===== src/rtl/ivl_timer_pkg.sv =====
`timescale 1ns/1ps
package ivl_timer_pkg;

    typedef enum logic {
        MODE_ONESHOT = 1'b0,
        MODE_CONT    = 1'b1
    } tmr_mode_e;

    localparam int unsigned TMR_CNT_W  = 12;
    localparam int unsigned TMR_PSEL_W = 3;

endpackage


===== src/rtl/ivl_presc.sv =====
`timescale 1ns/1ps
module ivl_presc #(
    parameter int unsigned SEL_W = 3
) (
    input  logic             clk_i,
    input  logic             rst_ni,
    input  logic             clr_i,
    input  logic             en_i,
    input  logic [SEL_W-1:0] sel_i,
    output logic             tick_o
);
    // widest divide is 2^(2^SEL_W - 1), so that many accumulator bits
    localparam int unsigned DIV_W = (1 << SEL_W) - 1;

    typedef struct packed {
        logic [DIV_W-1:0] acc;
    } presc_t;

    presc_t            st_d, st_q;
    logic [DIV_W-1:0]  mask;

    assign mask   = ~({DIV_W{1'b1}} << sel_i);
    assign tick_o = en_i && ((st_q.acc & mask) == mask);

    always_comb begin
        st_d = st_q;
        if (clr_i) begin
            st_d.acc = '0;
        end else if (en_i) begin
            st_d.acc = st_q.acc + 1'b1;
        end
    end

    always_ff @(posedge clk_i or negedge rst_ni) begin
        if (!rst_ni) begin
            st_q <= '0;
        end else begin
            st_q <= st_d;
        end
    end

endmodule


===== src/rtl/ivl_ctrl.sv =====
`timescale 1ns/1ps
module ivl_ctrl
    import ivl_timer_pkg::*;
#(
    parameter int unsigned CNT_W = 12
) (
    input  logic             clk_i,
    input  logic             rst_ni,
    input  logic [CNT_W-1:0] reload_i,
    input  logic             cont_i,
    input  logic             start_i,
    input  logic             stop_i,
    input  logic             tick_i,
    output logic             presc_clr_o,
    output logic             presc_en_o,
    output logic [CNT_W-1:0] count_o,
    output logic             running_o,
    output logic             irq_o
);
    localparam logic [CNT_W-1:0] LAST = CNT_W'(1);

    typedef struct packed {
        logic [CNT_W-1:0] cnt;
        logic             run;
        logic             irq;
    } ctrl_t;

    ctrl_t     st_d, st_q;
    tmr_mode_e mode;

    assign mode        = tmr_mode_e'(cont_i);
    assign presc_clr_o = start_i;
    assign presc_en_o  = st_q.run;

    always_comb begin
        st_d     = st_q;
        st_d.irq = 1'b0;
        if (start_i) begin
            st_d.cnt = reload_i;
            st_d.run = 1'b1;
        end else if (stop_i) begin
            st_d.run = 1'b0;
        end else if (st_q.run && tick_i) begin
            if (st_q.cnt == LAST) begin
                st_d.irq = 1'b1;
                if (mode == MODE_CONT) begin
                    st_d.cnt = reload_i;
                end else begin
                    st_d.cnt = '0;
                    st_d.run = 1'b0;
                end
            end else begin
                // zero wraps to all ones: a zero reload spans the full range
                st_d.cnt = st_q.cnt - 1'b1;
            end
        end
    end

    always_ff @(posedge clk_i or negedge rst_ni) begin
        if (!rst_ni) begin
            st_q <= '0;
        end else begin
            st_q <= st_d;
        end
    end

    assign count_o   = st_q.cnt;
    assign running_o = st_q.run;
    assign irq_o     = st_q.irq;

endmodule


===== src/rtl/ivl_timer.sv =====
`timescale 1ns/1ps
module ivl_timer #(
    parameter int unsigned CNT_W  = ivl_timer_pkg::TMR_CNT_W,
    parameter int unsigned PSEL_W = ivl_timer_pkg::TMR_PSEL_W
) (
    input  logic              clk_i,
    input  logic              rst_ni,
    input  logic [CNT_W-1:0]  reload_i,
    input  logic [PSEL_W-1:0] psel_i,
    input  logic              cont_i,
    input  logic              start_i,
    input  logic              stop_i,
    output logic [CNT_W-1:0]  count_o,
    output logic              running_o,
    output logic              irq_o
);
    logic tick;
    logic presc_clr;
    logic presc_en;

    ivl_presc #(.SEL_W(PSEL_W)) presc_i (
        .clk_i  (clk_i),
        .rst_ni (rst_ni),
        .clr_i  (presc_clr),
        .en_i   (presc_en),
        .sel_i  (psel_i),
        .tick_o (tick)
    );

    ivl_ctrl #(.CNT_W(CNT_W)) ctrl_i (
        .clk_i       (clk_i),
        .rst_ni      (rst_ni),
        .reload_i    (reload_i),
        .cont_i      (cont_i),
        .start_i     (start_i),
        .stop_i      (stop_i),
        .tick_i      (tick),
        .presc_clr_o (presc_clr),
        .presc_en_o  (presc_en),
        .count_o     (count_o),
        .running_o   (running_o),
        .irq_o       (irq_o)
    );

endmodule


===== config.mk =====
export PLATFORM = sky130hd
export DESIGN_NAME = ivl_timer
export DESIGN_NICKNAME = d
export VERILOG_FILES = /design/src/rtl/ivl_timer_pkg.sv /design/src/rtl/ivl_presc.sv /design/src/rtl/ivl_ctrl.sv /design/src/rtl/ivl_timer.sv
export SDC_FILE = /design/constraint.sdc
export NUM_CORES = 1
export LEC_CHECK = 0
export CORE_UTILIZATION = 50
export DETAILED_ROUTE_END_ITERATION = 7
export DONT_BUFFER_PORTS = 1
export SETUP_SLACK_MARGIN = 0.2
export SLEW_MARGIN = 20
export SYNTH_ARGS = -nofsm -noshare
export SYNTH_HDL_FRONTEND = slang
export SYNTH_SLANG_ARGS = --single-unit

===== constraint.sdc =====
create_clock -name clk_i -period 2.25 [get_ports clk_i]
set_input_delay 0.225 -clock clk_i [delete_from_list [all_inputs] [get_ports clk_i]]
set_output_delay 0.225 -clock clk_i [all_outputs]
set_load 0.1 [all_outputs]

Word level (Yosys, flattened, before mapping)
Index checks and enable logic that the tools add are counted.
Widths: inputs -> output; s select.
Storage, ports and cells
  flip-flop bits (word level): 21
  bits in latches: 0
  memory bits (writable): 0
  bits in read-only memories: 0
  input port bits: 20
  output and inout bits: 14
  word-level logic and storage cells: 33
  memories kept: 0
Cells by class
  add/sub/neg operators: 2
  multiply operators: 0
  divide/modulo/power cells: 0
  magnitude comparators: 0
  equal/unequal tests: 4
  shifts and indexed selects: 1
  multiplexer cells: 12
  bitwise operators: 2
  reductions and logical operators: 8
Operators by type and width (count)
  $mux 12: 3
  $mux 14: 1
  $mux 7: 2
  $mux 13: 1
  $eq 12x1->1 const B: 1
  $sub 12x1->12 const B: 1
  $add 7x1->7 const B: 1
  $and 7x7->7: 1
  $eq 7x7->1: 1
  $not 7->7: 1
  $shl 7x3->7 const A: 1
  $reduce_bool 3->1: 2
  $mux 1: 4
  $reduce_bool 2->1: 2
  $ne 3x1->1 const B: 1
  $reduce_and 3->1: 1
  $logic_and 1x1->1: 2
  $mux 2: 1
  $ne 2x2->1 const B: 1
  $reduce_and 2->1: 1

Longest topological paths before layout
Gate-level depths: netlist of the first run.
  depth in word-level cells: 9
  depth in mapped cells: 9
  gate-level depth less buffers: 8

Modules after synthesis
A second synthesis of the first run with hierarchy kept.
Unflattened totals
  cell total of the unflattened synthesis: 169
  area total of the unflattened synthesis: 1488.9 µm²
Modules (own cells, without submodules)
  ivl_ctrl: times used 1, cells each 129, area each 1109.8 µm², sequential area each 350.3 µm²
  ivl_presc: times used 1, cells each 40, area each 379.1 µm², sequential area each 175.2 µm²

Worst setup path before layout of the first run
No wires, ideal clock.
  path type: flip-flop to flip-flop
  from: register ctrl_i.st_q (netlist bit ctrl_i.count_o[1])
  to: register ctrl_i.st_q (netlist bit ctrl_i.count_o[0])
  setup time: 0.127 ns
  data arrival time: 2.426 ns
  data required time: 2.123 ns
  slack: -0.303 ns
  stages on the path, launching flop included: 8
  path buffers: 1
  period minus slack after synthesis: 2.553 ns
  cell sequence: dfrtp_1 inv_1 ha_1 nor2b_1 nand4_1 clkbuf_1 o22ai_1 a221o_1
Between the ends
  word-level cells in the longest chain between the ends: 5
Ends and longest elaborated chain
  from (decl): RTL line ivl_ctrl.sv:28  | ctrl_t st_d, st_q;
  from (signal assigned): RTL line ivl_ctrl.sv:63  | st_q <= st_d;
  $eq 12x1->1: RTL line ivl_ctrl.sv:44  | if (st_q.cnt == LAST) begin
  $mux 12: RTL line ivl_ctrl.sv:44
  $mux 14: RTL line ivl_ctrl.sv:43  | end else if (st_q.run && tick_i) begin
  $mux 12: RTL line ivl_ctrl.sv:41  | end else if (stop_i) begin
  $mux 13: RTL line ivl_ctrl.sv:38  | if (start_i) begin
Every way passes these cells. The select of a mux whose other input is x is not followed.
A chain may end at the register's enable or synchronous reset.

Final worst setup path of the first run
  from: register ctrl_i.st_q (netlist bit ctrl_i.count_o[1])
  to: register ctrl_i.st_q (netlist bit ctrl_i.count_o[5])
Between the ends
  word-level cells in the longest chain between the ends: 5
  elaborated cells between the ends (all ways): 6
  classes of those cells: add/sub: 1; eq/ne: 1; mux: 4
Ends and longest elaborated chain (RTL line)
  $sub 12x1->12 / $eq 12x1->1 (equally long branches): ivl_ctrl.sv:54, ivl_ctrl.sv:44
  $mux 12 (*): ivl_ctrl.sv:44
  $mux 14 (*): ivl_ctrl.sv:43
  $mux 12 (*): ivl_ctrl.sv:41
  $mux 13 (*): ivl_ctrl.sv:38
Mark *: on every way between the ends. The rest lies on a longest branch, timed or not. The select of a mux whose other input is x is not followed.

==> results of run 1 <==
[what timing repair did]
action / in CTS / in global routing
hold buffers: 2 / 1
buffers inserted: 0 / 0
endpoints found under the hold margin: 36 / 21
gates resized for setup: 0 / 3
endpoints found under the setup margin: 0 / 5
[worst max-delay path: cells and delay by family (launching register included)]
family          cells  cell delay [ns]
compound gates      2             0.18
flops               1             0.53
simple gates        4             1.24
[cells in the mapped netlist, drive strengths merged (2+ instances only)]
cell,number
o31ai,3
nor2,17
a21boi,2
nor4,2
nand3,5
xnor2,2
o211ai,3
nand2b,3
nand2,17
dfrtp,21
buf,2
o21ai,12
xor2,5
nand4,4
clkbuf,6
ha,3
a21oi,19
nor3,8
a31oi,2
o22ai,3
and3,4
or3,4
a211oi,3
nor2b,2
inv,6
or4,3
[power by group]
group          internal (mW)  switching [mW]
combinational         0.0972           0.271
clock                 0.0678           0.130
sequential             0.410          0.0337
total                  0.575           0.434
[cell type report]
| cell class | count | area (um^2) |
|---|---|---|
| timing repair buffer | 21 | 160 |
| inverter | 6 | 22.5 |
| clock buffer | 3 | 22.5 |
| tap | 31 | 38.8 |
| fill | 241 | 1070 |
| sequential | 21 | 547 |
| multi-input combinational | 137 | 863 |
| clock inverter | 1 | 7.51 |
[layer usage]
layer	global-route usage	wire length, um	vias up
li1	-	-	668
met5	0	0	-
met2	0.387	1610	47
met3	0.0468	270	4
met1	0.365	1710	648
met4	0.0857	30	0
[worst min path at each step]
stage	slack, ns	cells past startpoint	to
final	0.01	2	ctrl_i.count_o[3]
after global routing	0.009	1	ctrl_i.count_o[9]
after CTS	0.006	2	ctrl_i.count_o[11]
after detailed placement	-0.07	0	presc_i.st_q[6]
after global placement	-0.07	0	presc_i.st_q[4]
after floorplan	-0.07	0	ctrl_i.count_o[10]
[per-stage QoR]
| stage | setup slack [ns] | area, um^2 | utilization | hold WS [ns] |
|---|---|---|---|---|
| final | 0.233 | 1660 | 0.608 | 0.0130 |
| after global routing | 0.194 | 1660 | 0.608 | 0.00868 |
| after CTS | 0.272 | 1640 | 0.601 | 0.00583 |
| after detailed placement | 0.304 | 1590 | 0.583 | -0.0702 |
| after global placement | 0.328 | 1590 | 0.583 | -0.0702 |
| after floorplan | 0.163 | 1460 | - | -0.0706 |
[registers in the layout, indices dropped and copies added, names as in the netlist]
name               flops
ctrl_i.count_o        12
ctrl_i.irq_o           1
ctrl_i.presc_en_o      1
presc_i.st_q           7
[cell families (layout without fill, tap and decap cells)]
| kind of cell | Yosys count | in the layout |
|---|---|---|
| fa+ha+maj | 3 | 3 |
| simple gates | 72 | 72 |
| mux | 1 | 1 |
| xor+xnor | 7 | 7 |
| buf+inv | 14 | 31 |
| compound gates | 54 | 54 |
| flops | 21 | 21 |
[layout by cell type (no fill, tap or decap), types with 2 or more instances in the layout]
cell type      instances
a211oi_1               3
a21boi_1               2
a21oi_1               19
a31oi_1                2
and3_1                 3
buf_4                 18
clkbuf_4               3
dfrtp_1                8
dfrtp_2               11
dfrtp_4                2
dlygate4sd3_1          2
ha_1                   3
inv_1                  6
nand2_1               17
nand2b_1               3
nand3_1                4
nand4_1                4
nor2_1                16
nor3_1                 6
nor3_2                 2
o211ai_1               3
o21ai_0                4
o21ai_1                8
o22ai_1                3
o31ai_1                3
or3_1                  3
or4_1                  3
xnor2_1                2
xor2_1                 5
==> impl_metrics.json, run 1 <==
{
  "ios": 34,
  "syn-num-nets": 195,
  "finalCriticalPeriod_ns": 2.02,
  "drt_pass1_iterations": 5,
  "synthAdderAreaFrac": 0.0262,
  "port_buffers": 0,
  "worstSetupPathType": "reg2reg",
  "crit_chain": "or4_1 > or3_4 > and3_4 > nor3_2 > a21oi_1 > o21ai_1",
  "tightest_slew_ns": 0.859,
  "synth_seq_area_share": 0.367,
  "max_freq_mhz": 496,
  "ant_nets": 0,
  "synth_area_per_cell_um2": 8.31,
  "clock_skew_ns": 0.00540,
  "required_ns": 2.49,
  "finalHoldViolCount": 0,
  "cts.sinks": 21,
  "synth_seq_cells": 21,
  "drive_above_1_share": 0.243,
  "dp_hpwl_um": 2560,
  "cts.clk_slew.worst_paths_ns": 0.13,
  "crit_slowest_cell": "or4_1",
  "rsz0062_at_grt": "true",
  "r2r_cells": 6,
  "grt_pass1_wl_um": 6290,
  "cap_violations": 0,
  "cts-root-buf": "clkbuf_4",
  "ys_warn_count": 0,
  "stdcell_count": 220,
  "coreArea_mm2": 0.00273,
  "powerDensity_mw_per_mm2": 607,
  "grt_pass1_vias": 1324,
  "status": "complete, no violations",
  "netlist_instances": 172,
  "timing.rr.end": "ctrl_i.count_o[5]",
  "initial_core_util": 0.523,
  "cp-endpoint": "ctrl_i.count_o[5]",
  "diodes": 0,
  "cts_max_level": 1,
  "die_w_um": 55.5,
  "row_count": 19,
  "synth-edff-count": 0,
  "synth-xor-area-share": 0.0429,
  "dieHeight_um": 55.5,
  "drc": 0,
  "yosys.area.top_type": "dfrtp_1",
  "setup.worst_path.start_class": "register",
  "fp.dieArea_mm2": 0.00308,
  "async_reset_ff_frac": 1.00,
  "cts_buffer_depth": 2,
  "ys_top_cells_by_area": "dfrtp_1, a21oi_1, nand2_1",
  "clkLatencyLatePin_ns": 0.31,
  "synth_top_family_by_area": "simple AND/OR/NAND/NOR gates",
  "hp-start": "start_i",
  "setup_viol": 0,
  "antenna_found_initial": 0,
  "irDropWorstVdd_mv": 0.439,
  "final.setup.tns_ns": 0,
  "grt_max_degree": 25,
  "first_iter_violations": 74,
  "yosys.area_share.simple": 0.286,
  "slew_violations": 0,
  "viasPerCell": 6.21,
  "reg2reg_slack_ns": 0.23,
  "track_usage": 0.255,
  "synth-compound-area-share": 0.230,
  "netlist_area_mm2": 0.00143,
  "post-synth-top-area-fraction": 0.367,
  "end_kind": "register",
  "startpoint": "ctrl_i.count_o[1]",
  "leakage_nw": 0.665,
  "r2r_start": "ctrl_i.count_o[1]",
  "cp.arrival_ns": 2.26,
  "synthMuxAreaShare": 0.00700,
  "path_max_fanout": 6,
  "min_period_over_period": 0.896,
  "slew_headroom": 0.428,
  "cpPeakStageDelay_ns": 0.54,
  "nets": 213,
  "numCtsBuffers": 3,
  "place_congestion": 0.814,
  "vias": 1367,
  "syn_to_final_growth_pct": 16.2,
  "grt_overflow": 0,
  "p_total_mw": 1.01,
  "dpl.cell_count": 213,
  "wire_per_inst_um": 16.5,
  "drt-total-wl_um": 3620,
  "yosysUniqueCellTypes": 44,
  "min_path_type": "in2reg",
  "synth_ff_type": "dfrtp_1",
  "cts_tree": "done"
}
Power figures use the tool's default switching activity.
==> inputs of run 2 (changes only) <==
Settings changed: CORE_UTILIZATION 50 to 40.
==> run 2 against run 1 <==
  * Routed wire length up 6.6%
  * Setup slack improved by 0.044 ns
  * First-iteration DRC count shrank 36%
  * Critical path depth unchanged
  * Global-route usage down 4.7 points
  * Core utilization fell by 11 points
  * Die area grew 24%
  * Register-to-register slack better by 0.04 ns
  * Non-clock buffer count rose by 3
  * Clock skew fell by 0.0023 ns
  * Cell area increased by 2.2%
  * Critical endpoint unchanged
  * Largest cell class unchanged
  * Largest power group unchanged
==> impl_metrics.json, run 2 (synthesis gave the netlist of run 1 again) <==
{
  "finalHoldViolCount": 0,
  "rsz0062_at_grt": "true",
  "place_congestion": 0.783,
  "vias": 1382,
  "power_frac_clock": 0.198,
  "crit_slowest_cell": "or4_4",
  "min_period_over_period": 0.877,
  "ant_nets": 0,
  "slew_violations": 0,
  "max_freq_mhz": 507,
  "required_ns": 2.50,
  "drive_above_1_share": 0.250,
  "tightest_slew_ns": 0.884,
  "final_common_cell": "buf_4",
  "ios": 34,
  "row_count": 21,
  "cts.clk_slew.worst_paths_ns": 0.14,
  "layout_common_cells": "buf_4, a21oi_1, nand2_1, nor2_1, dfrtp_2",
  "combPwrFrac": 0.365,
  "setup_slack_ns": 0.277,
  "cap_violations": 0,
  "largest_reg_flops": 12,
  "cpPeakStageDelay_ns": 0.54,
  "status": "complete, no violations",
  "grt_overflow": 0,
  "clock_skew_ns": 0.00308,
  "syn_to_final_growth_pct": 18.7,
  "slew_headroom": 0.411,
  "grt_pass1_wl_um": 5800,
  "setup_viol": 0,
  "min_path_type": "in2reg",
  "hp-start": "start_i",
  "cp.arrival_ns": 2.22,
  "coreArea_mm2": 0.00339,
  "die_w_um": 61.8,
  "irDropWorstVdd_mv": 0.243,
  "r2r_cells": 6,
  "track_usage": 0.208,
  "cts_max_level": 1,
  "cts.sinks": 21,
  "end_kind": "register",
  "pwr-share-seq": 0.438,
  "num-fill-cells": 324,
  "path_max_fanout": 4,
  "viasPerCell": 5.81,
  "stdcell_count": 238,
  "reg2reg_slack_ns": 0.28,
  "fp.dieArea_mm2": 0.00382,
  "cts_tree": "done",
  "dpl_cell_area_mm2": 0.00161,
  "dpl.cell_count": 228,
  "powerDensity_mw_per_mm2": 599,
  "first_iter_violations": 47,
  "numCtsBuffers": 3,
  "drt-total-wl_um": 3860,
  "wire_per_inst_um": 16.2,
  "drt_pass1_iterations": 4,
  "design_area_mm2": 0.00170,
  "final.setup.tns_ns": 0,
  "nets": 216,
  "grt_max_degree": 25,
  "setup.worst_path.start_class": "register",
  "hold_path_depth": 2,
  "dieHeight_um": 61.8,
  "clkLatencyLatePin_ns": 0.31,
  "drc": 0,
  "r2r_start": "ctrl_i.count_o[1]",
  "worstSetupPathType": "reg2reg",
  "internal_power_mw": 0.580,
  "dp_hpwl_um": 2690,
  "grt_pass1_vias": 1297,
  "port_buffers": 0,
  "diodes": 0,
  "antenna_found_initial": 0,
  "switching_share": 0.430,
  "finalCriticalPeriod_ns": 1.97,
  "crit_chain": "or4_4 > or3_4 > and3_4 > nor3_2 > a21oi_1 > o21ai_1",
  "initial_core_util": 0.422,
  "cts-root-buf": "clkbuf_4",
  "critical_path.n_buffers_inverters": 0,
  "path_delay_family": "simple AND/OR/NAND/NOR gates",
  "place_ws_ns": 0.282,
  "cts_buffer_depth": 2,
  "leakage_nw": 0.681,
  "p_switching_mw": 0.438,
  "timing.rr.end": "ctrl_i.count_o[5]",
  "whs_endpoint": "ctrl_i.count_o[3]"
}
[run 2: changes by cell type in the layout (fill, tap and decap cells not counted)]
cell / before / now
nor4_1: 0 / 1
nor4_2: 1 / 0
dlygate4sd3_1: 2 / 3
buf_4: 18 / 20
nor2_4: 1 / 0
or4_1: 3 / 2
nor2_2: 0 / 1
or4_4: 0 / 1
[run 2: power by group through the flow]
stage	clock [mW]	combinational [mW]	sequential, mW
2_1_floorplan	0	0.116	0.622
3_3_place_gp	0	0.347	0.449
3_5_place_dp	0	0.353	0.451
4_1_cts	0.204	0.369	0.444
5_1_grt	0.224	0.395	0.450
6_report	0.201	0.371	0.445
[run 2: area by class of cell]
class                   count  area, um^2  area share
clock inverters             1        7.51     0.00442
flip-flops and latches     21         547       0.322
well taps                  46        57.6      0.0339
inverters                   6        22.5      0.0133
repair buffers             24         185       0.109
multi-input cells         137         856       0.504
clock buffers               3        22.5      0.0133
[run 2: what timing repair did]
action | in CTS | in global routing
endpoints found under the hold margin | 36 | 22
gates resized for setup | 0 | 2
buffers inserted | 0 | 2
hold buffers | 2 | 2
setup endpoints to repair | 0 | 4
[run 2: metrics by stage]
stage / total power, mW / utilization / hold WS, ns
global route: 1.07 / 0.501 / 0.00779
detailed placement: 0.804 / 0.475 / -0.0699
CTS: 1.02 / 0.490 / 0.00360
floorplan: 0.738 / - / -0.0706
finish: 1.02 / 0.501 / 0.0134
global placement: 0.796 / 0.475 / -0.0698
[run 2: worst max path at each step]
| stage | start | end | slack, ns | cells after the start |
|---|---|---|---|---|
| after floorplan | ctrl_i.count_o[5] | ctrl_i.count_o[0] | 0.16 | 6 |
| after detailed placement | ctrl_i.count_o[1] | ctrl_i.count_o[9] | 0.28 | 6 |
| final | ctrl_i.count_o[1] | ctrl_i.count_o[5] | 0.28 | 6 |
| after global placement | ctrl_i.count_o[1] | ctrl_i.count_o[5] | 0.32 | 6 |
| after CTS | ctrl_i.count_o[1] | ctrl_i.count_o[5] | 0.23 | 6 |
| after global routing | ctrl_i.count_o[1] | ctrl_i.count_o[5] | 0.17 | 6 |
[run 2: worst register-to-register path, cell delays in order (launching register included)]
cell and delay (ns):
dfrtp_4 0.50, or4_4 0.54, or3_4 0.37, and3_4 0.16, nor3_2 0.14, a21oi_1 0.06
o21ai_1 0.13
[run 2: layer usage]
layer  part of all wire  track usage  up-vias
met2               0.50        0.387       56
li1                   -            -      672
met4              0.010       0.0794        0
met3              0.069       0.0414        4
met5                  0            0        -
met1               0.42        0.231      650
==> inputs of run 3 (changes only) <==
Settings changed: CORE_UTILIZATION 40 to 38, PLACE_DENSITY from default to 0.56.
==> run 3 against run 2 <==
  * Cell area rose by 1.2%
  * Maximum frequency is 1.0% higher
  * Clock-buffer cell count unchanged
  * Die area grew 5.1%
  * Core utilization fell by 0.56 points
  * Hold slack got worse by 0.0058 ns
  * Setup slack improved by 0.020 ns
  * Critical path depth unchanged
  * Non-clock buffer count is 1 lower
  * Flip-flop and latch count unchanged
  * Clock power is 31% higher
  * Largest cell class unchanged
==> impl_metrics.json, run 3 (synthesis gave the netlist of run 1 again) <==
{
  "cts.clk_slew.worst_paths_ns": 0.08,
  "coreArea_mm2": 0.00347,
  "final.setup.tns_ns": 0,
  "cpPeakStageDelay_ns": 0.50,
  "diodes": 0,
  "max_freq_mhz": 512,
  "wire_per_inst_um": 15.5,
  "viasPerCell": 5.71,
  "worstSetupPathType": "reg2reg",
  "cp.arrival_ns": 2.15,
  "place_congestion": 0.835,
  "p_total_mw": 1.07,
  "first_iter_violations": 91,
  "dp_hpwl_um": 2560,
  "cap_violations": 0,
  "fp.dieArea_mm2": 0.00401,
  "crit_slowest_cell": "dfrtp_4",
  "drive_above_1_share": 0.257,
  "final-seq-area_um2": 547,
  "die_w_um": 63.3,
  "irDropWorstVdd_mv": 0.242,
  "hp-start": "start_i",
  "slew_headroom": 0.428,
  "cts_max_level": 1,
  "layout_common_cells": "buf_4, a21oi_1, nand2_1, nor2_1, dfrtp_2",
  "cts.sinks": 21,
  "antenna_found_initial": 0,
  "track_usage": 0.196,
  "cts-root-buf": "clkbuf_8",
  "port_buffers": 0,
  "vias": 1354,
  "status": "complete, no violations",
  "path_max_fanout": 5,
  "grt_max_degree": 39,
  "cts_tree": "done",
  "timing.rr.end": "ctrl_i.count_o[5]",
  "min_period_over_period": 0.868,
  "drc": 0,
  "r2r_start": "ctrl_i.count_o[1]",
  "leakage_nw": 0.685,
  "grt_pass1_vias": 1286,
  "final_util": 0.495,
  "setup.worst_path.start_class": "register",
  "design_area_mm2": 0.00172,
  "ios": 34,
  "path_delay_family": "simple AND/OR/NAND/NOR gates",
  "required_ns": 2.45,
  "grt_overflow": 0,
  "dpl_cell_area_mm2": 0.00161,
  "largest_reg_flops": 12,
  "whs_endpoint": "presc_i.st_q[5]",
  "clkLatencyLatePin_ns": 0.27,
  "initial_core_util": 0.412,
  "tightest_slew_ns": 0.858,
  "r2r_cells": 6,
  "ant_nets": 0,
  "finalHoldViolCount": 0,
  "drt-total-wl_um": 3670,
  "hold_path_depth": 1,
  "clock_skew_ns": 0.00135,
  "syn_to_final_growth_pct": 20.1,
  "setup_viol": 0,
  "reg2reg_slack_ns": 0.30,
  "critical_path.n_buffers_inverters": 0,
  "powerDensity_mw_per_mm2": 624,
  "drt_pass1_iterations": 4,
  "nets": 215,
  "final_common_cell": "buf_4",
  "multi_input_area_um2": 867,
  "crit_chain": "or4_4 > or3_4 > and3_4 > nor3_2 > a21oi_1 > o21ai_1",
  "end_kind": "register",
  "numCtsBuffers": 3,
  "slew_violations": 0,
  "grt_pass1_wl_um": 6120,
  "finalCriticalPeriod_ns": 1.95,
  "min_path_type": "in2reg",
  "rsz0062_at_grt": "false",
  "row_count": 21,
  "cts_buffer_depth": 2,
  "num-fill-cells": 341,
  "dieHeight_um": 63.3
}
-- run 3: layout make-up --
| type | count | area share |
|---|---|---|
| clock buffer | 3 | 0.0240 |
| inverter | 6 | 0.0131 |
| timing repair buffer | 23 | 0.102 |
| multi-input combinational | 137 | 0.505 |
| sequential | 21 | 0.318 |
| tap | 46 | 0.0335 |
| clock inverter | 1 | 0.00437 |
-- run 3: worst max path at each step --
stage | startpoint | slack, ns | end | cells after the start
finish | ctrl_i.count_o[1] | 0.30 | ctrl_i.count_o[5] | 6
global placement | ctrl_i.count_o[5] | 0.32 | ctrl_i.count_o[0] | 6
global route | ctrl_i.count_o[1] | 0.19 | ctrl_i.count_o[3] | 8
floorplan | ctrl_i.count_o[5] | 0.16 | ctrl_i.count_o[0] | 6
CTS | ctrl_i.count_o[1] | 0.26 | ctrl_i.count_o[5] | 6
detailed placement | ctrl_i.count_o[5] | 0.28 | ctrl_i.count_o[0] | 6
-- run 3: where the power goes --
group | switching [mW] | total [mW] | internal (mW)
sequential | 0.0358 | 0.446 | 0.410
clock | 0.138 | 0.263 | 0.125
combinational | 0.263 | 0.363 | 0.100
total | 0.436 | 1.07 | 0.636
-- run 3: per-layer routing --
layer  global-route usage  vias to the layer above  routed length (um)
met2                0.294                       39                1700
met3               0.0417                        5                 200
met4               0.0767                        0                  58
met1                0.272                      638                1710
met5                    0                        -                   0
li1                     -                      672                   -
-- run 3: through the flow --
| stage | hold WS [ns] | setup WS [ns] | std cells |
|---|---|---|---|
| floorplan | -0.0706 | 0.163 | 172 |
| CTS | 0.000922 | 0.264 | 233 |
| global placement | -0.0700 | 0.318 | 228 |
| global route | 0.00374 | 0.188 | 237 |
| detailed placement | -0.0699 | 0.279 | 228 |
| finish | 0.00762 | 0.297 | 237 |
-- run 3: what timing repair did --
action | in CTS | in global routing
resized for setup | 0 | 4
endpoints found under the setup margin | 0 | 6
endpoints found under the hold margin | 21 | 25
hold buffers | 1 | 2
setup buffers | 0 | 2
